## src/rtl/uart_modem_pkg.sv

```systemverilog
package uart_modem_pkg;

    localparam int unsigned ADDR_W = 3;
    localparam int unsigned DATA_W = 8;

    typedef enum logic [ADDR_W-1:0] {
        ADDR_IEN   = 3'd0,
        ADDR_MCTL  = 3'd1,
        ADDR_MSTAT = 3'd2,
        ADDR_EFEAT = 3'd3
    } reg_addr_e;

    localparam int unsigned IEN_MS_BIT     = 3;
    localparam int unsigned MCTL_RTS_BIT   = 1;
    localparam int unsigned MCTL_LOOP_BIT  = 4;
    localparam int unsigned MSTAT_CHG_BIT  = 2;
    localparam int unsigned MSTAT_LVL_BIT  = 6;
    localparam int unsigned EFEAT_ARTS_BIT = 6;

    typedef struct packed {
        logic ms_en;
        logic rts_req;
        logic loop_en;
        logic auto_rts;
    } ctl_state_t;

    typedef struct packed {
        logic ring_active;
        logic ring_trail;
    } ring_state_t;

    function automatic logic [DATA_W-1:0] pack_ien(input ctl_state_t c);
        logic [DATA_W-1:0] v;
        v = '0;
        v[IEN_MS_BIT] = c.ms_en;
        return v;
    endfunction

    function automatic logic [DATA_W-1:0] pack_mctl(input ctl_state_t c);
        logic [DATA_W-1:0] v;
        v = '0;
        v[MCTL_RTS_BIT]  = c.rts_req;
        v[MCTL_LOOP_BIT] = c.loop_en;
        return v;
    endfunction

    function automatic logic [DATA_W-1:0] pack_efeat(input ctl_state_t c);
        logic [DATA_W-1:0] v;
        v = '0;
        v[EFEAT_ARTS_BIT] = c.auto_rts;
        return v;
    endfunction

    function automatic logic [DATA_W-1:0] pack_mstat(input ring_state_t r);
        logic [DATA_W-1:0] v;
        v = '0;
        v[MSTAT_CHG_BIT] = r.ring_trail;
        v[MSTAT_LVL_BIT] = r.ring_active;
        return v;
    endfunction

endpackage

```

## src/rtl/mctl_regfile.sv

```systemverilog
module mctl_regfile
    import uart_modem_pkg::*;
(
    input  logic              clk,
    input  logic              rst,
    input  logic              wr_en,
    input  logic [ADDR_W-1:0] wr_addr,
    input  logic [DATA_W-1:0] wr_data,
    output ctl_state_t        ctl
);

    always_ff @(posedge clk) begin
        if (rst) begin
            ctl <= '0;
        end else if (wr_en) begin
            case (reg_addr_e'(wr_addr))
                ADDR_IEN:   ctl.ms_en <= wr_data[IEN_MS_BIT];
                ADDR_MCTL: begin
                    ctl.rts_req <= wr_data[MCTL_RTS_BIT];
                    ctl.loop_en <= wr_data[MCTL_LOOP_BIT];
                end
                ADDR_EFEAT: ctl.auto_rts <= wr_data[EFEAT_ARTS_BIT];
                default: ;
            endcase
        end
    end

endmodule

```

## src/rtl/ring_monitor.sv

```systemverilog
module ring_monitor #(
    parameter int unsigned STAGES = 2
) (
    input  logic clk,
    input  logic rst,
    input  logic ri_n,
    input  logic clr_req,
    output logic ring_active,
    output logic rise_evt,
    output logic chg_flag
);

    localparam int unsigned LAST = STAGES - 1;

    logic [STAGES-1:0] sync_q;
    logic              prev_q;

    generate
        if (STAGES == 1) begin : g_single
            always_ff @(posedge clk) begin
                if (rst) sync_q <= '1;
                else     sync_q <= ri_n;
            end
        end else begin : g_chain
            always_ff @(posedge clk) begin
                if (rst) sync_q <= '1;
                else     sync_q <= {sync_q[STAGES-2:0], ri_n};
            end
        end
    endgenerate

    always_ff @(posedge clk) begin
        if (rst) prev_q <= 1'b1;
        else     prev_q <= sync_q[LAST];
    end

    assign ring_active = ~sync_q[LAST];
    assign rise_evt    = sync_q[LAST] & ~prev_q;

    always_ff @(posedge clk) begin
        if (rst)          chg_flag <= 1'b0;
        else if (rise_evt) chg_flag <= 1'b1;
        else if (clr_req) chg_flag <= 1'b0;
    end

endmodule

```

## src/rtl/serial_path.sv

```systemverilog
module serial_path (
    input  logic rst,
    input  logic loop_en,
    input  logic ser_tx_in,
    input  logic rx_pin,
    output logic tx_pin,
    output logic ser_rx_out
);

    always_comb begin
        if (rst) begin
            tx_pin     = 1'b1;
            ser_rx_out = 1'b1;
        end else if (loop_en) begin
            tx_pin     = 1'b1;
            ser_rx_out = ser_tx_in;
        end else begin
            tx_pin     = ser_tx_in;
            ser_rx_out = rx_pin;
        end
    end

endmodule

```

## src/rtl/uart_modem_ctl.sv

```systemverilog
module uart_modem_ctl
    import uart_modem_pkg::*;
#(
    parameter int unsigned SYNC_STAGES = 2
) (
    input  logic              clk,
    input  logic              rst,
    input  logic [ADDR_W-1:0] reg_addr,
    input  logic [DATA_W-1:0] reg_wdata,
    input  logic              reg_wr,
    input  logic              reg_rd,
    output logic [DATA_W-1:0] reg_rdata,
    input  logic              ser_tx_in,
    output logic              ser_rx_out,
    output logic              tx_pin,
    input  logic              rx_pin,
    output logic              rts_n,
    input  logic              rx_fill_high,
    input  logic              ri_n,
    output logic              msint
);

    ctl_state_t  ctl;
    ring_state_t ring;
    logic        ri_rise;
    logic        stat_rd;

    assign stat_rd = reg_rd && (reg_addr == ADDR_MSTAT);

    mctl_regfile u_regs (
        .clk     (clk),
        .rst     (rst),
        .wr_en   (reg_wr),
        .wr_addr (reg_addr),
        .wr_data (reg_wdata),
        .ctl     (ctl)
    );

    ring_monitor #(.STAGES(SYNC_STAGES)) u_ring (
        .clk         (clk),
        .rst         (rst),
        .ri_n        (ri_n),
        .clr_req     (stat_rd),
        .ring_active (ring.ring_active),
        .rise_evt    (ri_rise),
        .chg_flag    (ring.ring_trail)
    );

    serial_path u_ser (
        .rst        (rst),
        .loop_en    (ctl.loop_en),
        .ser_tx_in  (ser_tx_in),
        .rx_pin     (rx_pin),
        .tx_pin     (tx_pin),
        .ser_rx_out (ser_rx_out)
    );

    assign rts_n = ~(ctl.rts_req & ~(ctl.auto_rts & rx_fill_high));
    assign msint = ctl.ms_en & ring.ring_trail;

    always_comb begin
        case (reg_addr_e'(reg_addr))
            ADDR_IEN:   reg_rdata = pack_ien(ctl);
            ADDR_MCTL:  reg_rdata = pack_mctl(ctl);
            ADDR_MSTAT: reg_rdata = pack_mstat(ring);
            ADDR_EFEAT: reg_rdata = pack_efeat(ctl);
            default:    reg_rdata = '0;
        endcase
    end

endmodule

```

## config.mk

```make
export PLATFORM = sky130hd
export DESIGN_NAME = uart_modem_ctl
export DESIGN_NICKNAME = d
export VERILOG_FILES = /design/src/rtl/uart_modem_pkg.sv /design/src/rtl/mctl_regfile.sv /design/src/rtl/ring_monitor.sv /design/src/rtl/serial_path.sv /design/src/rtl/uart_modem_ctl.sv
export SDC_FILE = /design/constraint.sdc
export NUM_CORES = 1
export LEC_CHECK = 0
export BUFFER_PORTS_ARGS = -buffer_cell sky130_fd_sc_hd__buf_2
export CAP_MARGIN = 40
export CORE_AREA = 3 3 40 42
export DETAILED_ROUTE_END_ITERATION = 8
export DIE_AREA = 0 0 43 45
export GPL_ROUTABILITY_DRIVEN = 0
export MAX_ROUTING_LAYER = met4
export PLACE_DENSITY_LB_ADDON = 0.08
export SLEW_MARGIN = 25
export SYNTH_ARGS = -nofsm -noshare
export SYNTH_HDL_FRONTEND = slang
export SYNTH_SLANG_ARGS = --single-unit
```

## constraint.sdc

```tcl
create_clock -name clk -period 0.8 [get_ports clk]
set_input_delay 0.08 -clock clk [delete_from_list [all_inputs] [get_ports clk]]
set_output_delay 0.08 -clock clk [all_outputs]
set_load 0.02 [all_outputs]
```

# Yosys cells after proc, flatten, opt, wreduce, memory -nomap -nowiden
# Index checks and enable logic that the tools add are counted.
[totals]
reg_bits = 8
out_inout_bits = 12
[op_classes]
n_eq_ne = 3
muxes = 7
n_bitwise = 8
n_reduce_logical = 6
[ops]
columns = ["cell", "count"]
rows = [
  ["case mux 7 bit (4 select lines)", 1],
  ["== test 3 x 2 -> 1 bit, second input constant", 2],
  ["two-way mux 1 bit", 6],
  ["AND reduction 2 bit", 3],
  ["AND 1 bit", 4],
  ["inverter 1 bit", 4],
  ["== test 3 x 1 -> 1 bit, second input constant", 1],
  ["logical NOT 3 bit", 1],
  ["nonzero test 2 bit", 1],
  ["logical AND 1 bit", 1],
]

# Depth between registers and ports, before layout
[logic_depth]
word_depth = 4
ltp_mapped = 4
ltp_nobuf = 3

# Hierarchy
# Synthesis repeated with hierarchy kept, for this count alone.
[unflattened]
cells_unflattened = 48
area_unflattened_um2 = 476.7
[modules_own_cells]
columns = ["mod", "instances", "cells_each", "area_per_inst_um2"]
rows = [
  ["mctl_regfile", 1, 19, 206.4],
  ["ring_monitor", 1, 11, 132.6],
  ["uart_modem_ctl", 1, 15, 115.1],
  ["serial_path", 1, 3, 22.5],
]

# Worst setup path before layout
# No wires, ideal clock.
[synth_path]
path_kind = "register to output"
from = "register u_regs.ctl[3] (netlist name)"
to = "output reg_rdata[3]"
t_arrival_ns = 1.036
required_time_ns = 0.720
slack_ns = -0.316
stages_incl_launch_ff = 2
n_path_buf = 0
path_cell_list = "dfxtp_1 > nor4b_1"
[synth_via]
elab_chain_cells = 1
[synth_rtl]
columns = ["item", "line", "rtl"]
rows = [
  ["case mux 7 bit (4 select lines)", "uart_modem_ctl.sv:62", "case (reg_addr_e'(reg_addr))"],
  ["end, declared", "uart_modem_ctl.sv:12", "output logic [DATA_W-1:0] reg_rdata,"],
]
# Every way passes these cells.

# Worst setup path after layout
[layout_path]
from = "register u_regs.ctl[1] (netlist name)"
to = "output tx_pin"
[layout_via]
elab_chain_cells = 2
[layout_rtl]
columns = ["item", "line", "rtl"]
rows = [
  ["two-way mux 1 bit", "serial_path.sv:14", "end else if (loop_en) begin"],
  ["two-way mux 1 bit", "serial_path.sv:11", "if (rst) begin"],
  ["end, declared", "uart_modem_ctl.sv:15", "output logic tx_pin,"],
]
# Every way passes these cells.

==> Implementation_results.wiki <==
{| class="wikitable"
! Metric !! Value
|-
| Accumulated negative setup slack || -2021 ps
|-
| Post-Place Setup Slack || -137.8 ps
|-
| # rows || 13
|-
| Most frequent cells in the layout || 14 x sky130_fd_sc_hd__buf_2, 13 x sky130_fd_sc_hd__buf_4, 11 x sky130_fd_sc_hd__buf_6
|-
| Number of hold buffers added after cts || 0
|-
| DP Area || 629.4 um^2
|-
| Antenna diode count || 0
|-
| Endpoints failing setup || 10
|-
| Combined area of the multi-input logic cells || 296.5 um^2
|-
| Final Max Slew Viols || 0
|-
| Footprint of the flip-flops and latches || 170.2 um^2
|-
| Most area-consuming cells after synthesis || sky130_fd_sc_hd__dfxtp_1 38%, sky130_fd_sc_hd__mux2i_1 9.4%, sky130_fd_sc_hd__buf_4 5.3%
|-
| Endpoint with the worst hold slack || u_ring.sync_q[0]
|-
| Crit Path Max Fanout || 4
|-
| Violations in the final reports || setup timing
|-
| Number of standard cells after synthesis || 46
|-
| Final hold violations || 0
|-
| Port-buffer cells || 23
|-
| Avg Vias per Cell || 4.657
|-
| Clock transition at the registers of the reported paths || 50 ps
|-
| Antenna Nets Post-Route || 0
|-
| Area share of the largest cell type after synthesis || 37.65%
|-
| Tot Pwr || 0.9152 mW
|-
| Routed via count || 461
|-
| Final layout net count || 105
|-
| Largest net degree at the start of global routing || 8
|-
| Element type at the critical path end || output port
|-
| Cell Count, Final, Fillers Out || 99
|-
| Via count of the first global-routing pass || 420
|-
| Violation count after the first detailed-route iteration || 3
|-
| Cell type with the largest total area after synthesis || sky130_fd_sc_hd__dfxtp_1
|-
| Ys Warns || 0
|-
| Die extent in x || 43 um
|-
| Std-Cell Core Area || 1285 um^2
|-
| Fill cell instance count of the final layout || 121
|-
| Period Utilization, post-route || 146.6%
|-
| Number of cells after detailed placement || 91
|-
| Overall routed net length || 1028 um
|-
| Clock root cell || sky130_fd_sc_hd__clkbuf_4
|-
| Flops & latches, synth || 8
|-
| VDD IR max || 0.7365 mV
|-
| Number of top-level design ports || 31
|-
| Launch point of the worst reg-to-reg path || u_regs.ctl[1]
|-
| Area overhead of the layout relative to synthesis || 87.94%
|-
| Depth of the worst register-to-register path || 4
|-
| Minimum clock period after layout || 1173 ps
|-
| Largest stage delay on the critical path || 360 ps
|-
| Power density over the cells || 1145 nW/um^2
|-
| Number of buffers created by CTS || 3
|-
| Max-capacitance violation count || 0
|-
| Post-Synthesis Cell Area || 425.4 um^2
|-
| Critical-path cell list || or3_4, buf_6
|-
| Data required time at the worst endpoint || 720 ps
|-
| Die Area || 1935 um^2
|-
| Hold wc startpoint || ri_n
|-
| Type of element launching the critical path || flip-flop
|-
| Slack of the worst reg-to-reg path || -60 ps
|-
| Slowest CP cell || sky130_fd_sc_hd__or3_4
|-
| Worst-case clock buffer depth || 2
|-
| Worst EP arrival || 1090 ps
|-
| H-tree level count || 1
|-
| Clock latency at the later pin of the worst-skew pair || 250 ps
|-
| Worst clock skew || 2.505 ps
|-
| Initial core utilization || 33.11%
|-
| Leftover overflow at the end of global routing || 0
|-
| Worst hold path class || input pin to flip-flop
|-
| TritonCTS Sinks || 8
|-
| Top achievable clock speed || 852.8 MHz
|-
| Antenna violations before repair || 0
|-
| Result of the run || complete, but fails checks
|-
| Global-route usage over all layers || 12.11%
|-
| Cell area after layout || 799.5 um^2
|-
| Leak pwr || 0.3706 nW
|-
| Most common cell after layout, fill and taps aside || sky130_fd_sc_hd__buf_2
|-
| DPL Wire Length || 777.1 um
|-
| Final WS setup || -372.5 ps
|-
| CTS tree || yes
|-
| Share of synthesized area occupied by flip-flops and latches || 37.65%
|-
| Critical path start-end classification || flip-flop to output port
|-
| Share of post-route cells with drive strength above 1 || 75.00%
|-
| Terminus of the critical flop-to-flop path || u_regs.ctl[1]
|-
| Residual DRC || 0
|-
| RSZ-0062 raised after global routing || yes
|-
| Iteration count of the initial detailed-routing pass || 4
|-
| Library cells used by synthesis || 22
|-
| Global-route wire length before repair || 1683 um
|-
| Overall die height || 45 um
|-
| Hold path cells || 2
|-
| Post-synthesis area per instance || 9.248 um^2
|-
| Average wire per cell in the routed design || 10.38 um
|}
[report_power, final]
group / switching, mW / leakage [nW] / internal (mW) / total, mW
clock: 0.126 / 0.0138 / 0.171 / 0.297
sequential: 0.00711 / 0.0676 / 0.410 / 0.417
combinational: 0.0903 / 0.289 / 0.111 / 0.201
total: 0.224 / 0.371 / 0.692 / 0.915
[per-stage QoR]
stage | utilization (%) | hold slack [ps]
floorplan | - | 183.8
global placement | 48.98 | 265.1
detailed placement | 48.98 | 266.6
CTS | 61.15 | 2.954
global route | 62.22 | -1.255
finish | 62.22 | 10.94
[layout make-up]
cell class	count	share of cell area, %
Clock buffer	3	2.817
Timing Repair Buffer	38	36.46
Tap cell	15	2.347
Sequential cell	8	21.28
Multi-Input combinational cell	35	37.09
[how the worst max path moves through the flow]
stage,startpoint,to,cells past startpoint
6_report,u_regs.ctl[1],tx_pin,2
5_1_grt,u_regs.ctl[1],tx_pin,2
4_1_cts,u_regs.ctl[1],tx_pin,2
3_5_place_dp,u_regs.ctl[1],tx_pin,2
3_3_place_gp,u_regs.ctl[1],tx_pin,2
2_1_floorplan,u_ring.sync_q[1],reg_rdata[6],3
[registers in the layout, indices dropped and copies added, names as in the netlist]
signal	cells
u_regs.ctl	4
u_ring.chg_flag	1
u_ring.prev_q	1
u_ring.sync_q	2
[worst max-delay path: cells and delay by family (launching register included)]
family	cells	cell delay (ps)
buffers and inverters	1	140
DFF	1	350
and+or+nand+nor	1	360
[per-layer routing]
| layer | track usage [%] | up-vias | routed length (um) |
|---|---|---|---|
| met5 | - | - | 0 |
| met4 | 5.422 | 0 | 4 |
| met3 | 3.984 | 2 | 114 |
| met2 | 17.96 | 29 | 476 |
| met1 | 15.01 | 200 | 432 |
| li1 | - | 230 | - |
[cell families (layout without fill, tap and decap cells)]
family | count (synthesis) | in the layout | share of synthesized area (%)
mux | 4 | 4 | 9.412
other cells | 1 | 3 | 0.8815
compound gates | 4 | 4 | 6.765
simple gates | 24 | 24 | 36.47
buf+inv | 5 | 41 | 8.822
flops | 8 | 8 | 37.65
[Yosys cell counts]
| master | n |
|---|---|
| sky130_fd_sc_hd__or2_2 | 3 |
| sky130_fd_sc_hd__nor4b_2 | 1 |
| sky130_fd_sc_hd__conb_1 | 1 |
| sky130_fd_sc_hd__nand2_1 | 2 |
| sky130_fd_sc_hd__mux2i_1 | 4 |
| sky130_fd_sc_hd__a211o_1 | 1 |
| sky130_fd_sc_hd__and2_1 | 2 |
| sky130_fd_sc_hd__or3_1 | 1 |
| sky130_fd_sc_hd__nor2_1 | 6 |
| sky130_fd_sc_hd__buf_4 | 3 |
| sky130_fd_sc_hd__nor2b_1 | 1 |
| sky130_fd_sc_hd__dfxtp_1 | 8 |
| sky130_fd_sc_hd__buf_6 | 1 |
| sky130_fd_sc_hd__nand4b_1 | 1 |
| sky130_fd_sc_hd__clkbuf_1 | 1 |
| sky130_fd_sc_hd__a21bo_2 | 1 |
| sky130_fd_sc_hd__and3_2 | 2 |
| sky130_fd_sc_hd__a21oi_1 | 2 |
| sky130_fd_sc_hd__nor4b_1 | 1 |
| sky130_fd_sc_hd__nand2b_1 | 1 |
| sky130_fd_sc_hd__and4bb_1 | 1 |
| sky130_fd_sc_hd__nor3b_1 | 2 |
[repair_timing]
item / CTS / global route
pin swaps: 2 / 4
setup buffers: 4 / 2
setup endpoints to repair: 10 / 10
resized for setup: 35 / 3
hold endpoints to repair: 0 / 1
Power figures use the tool's default switching activity.
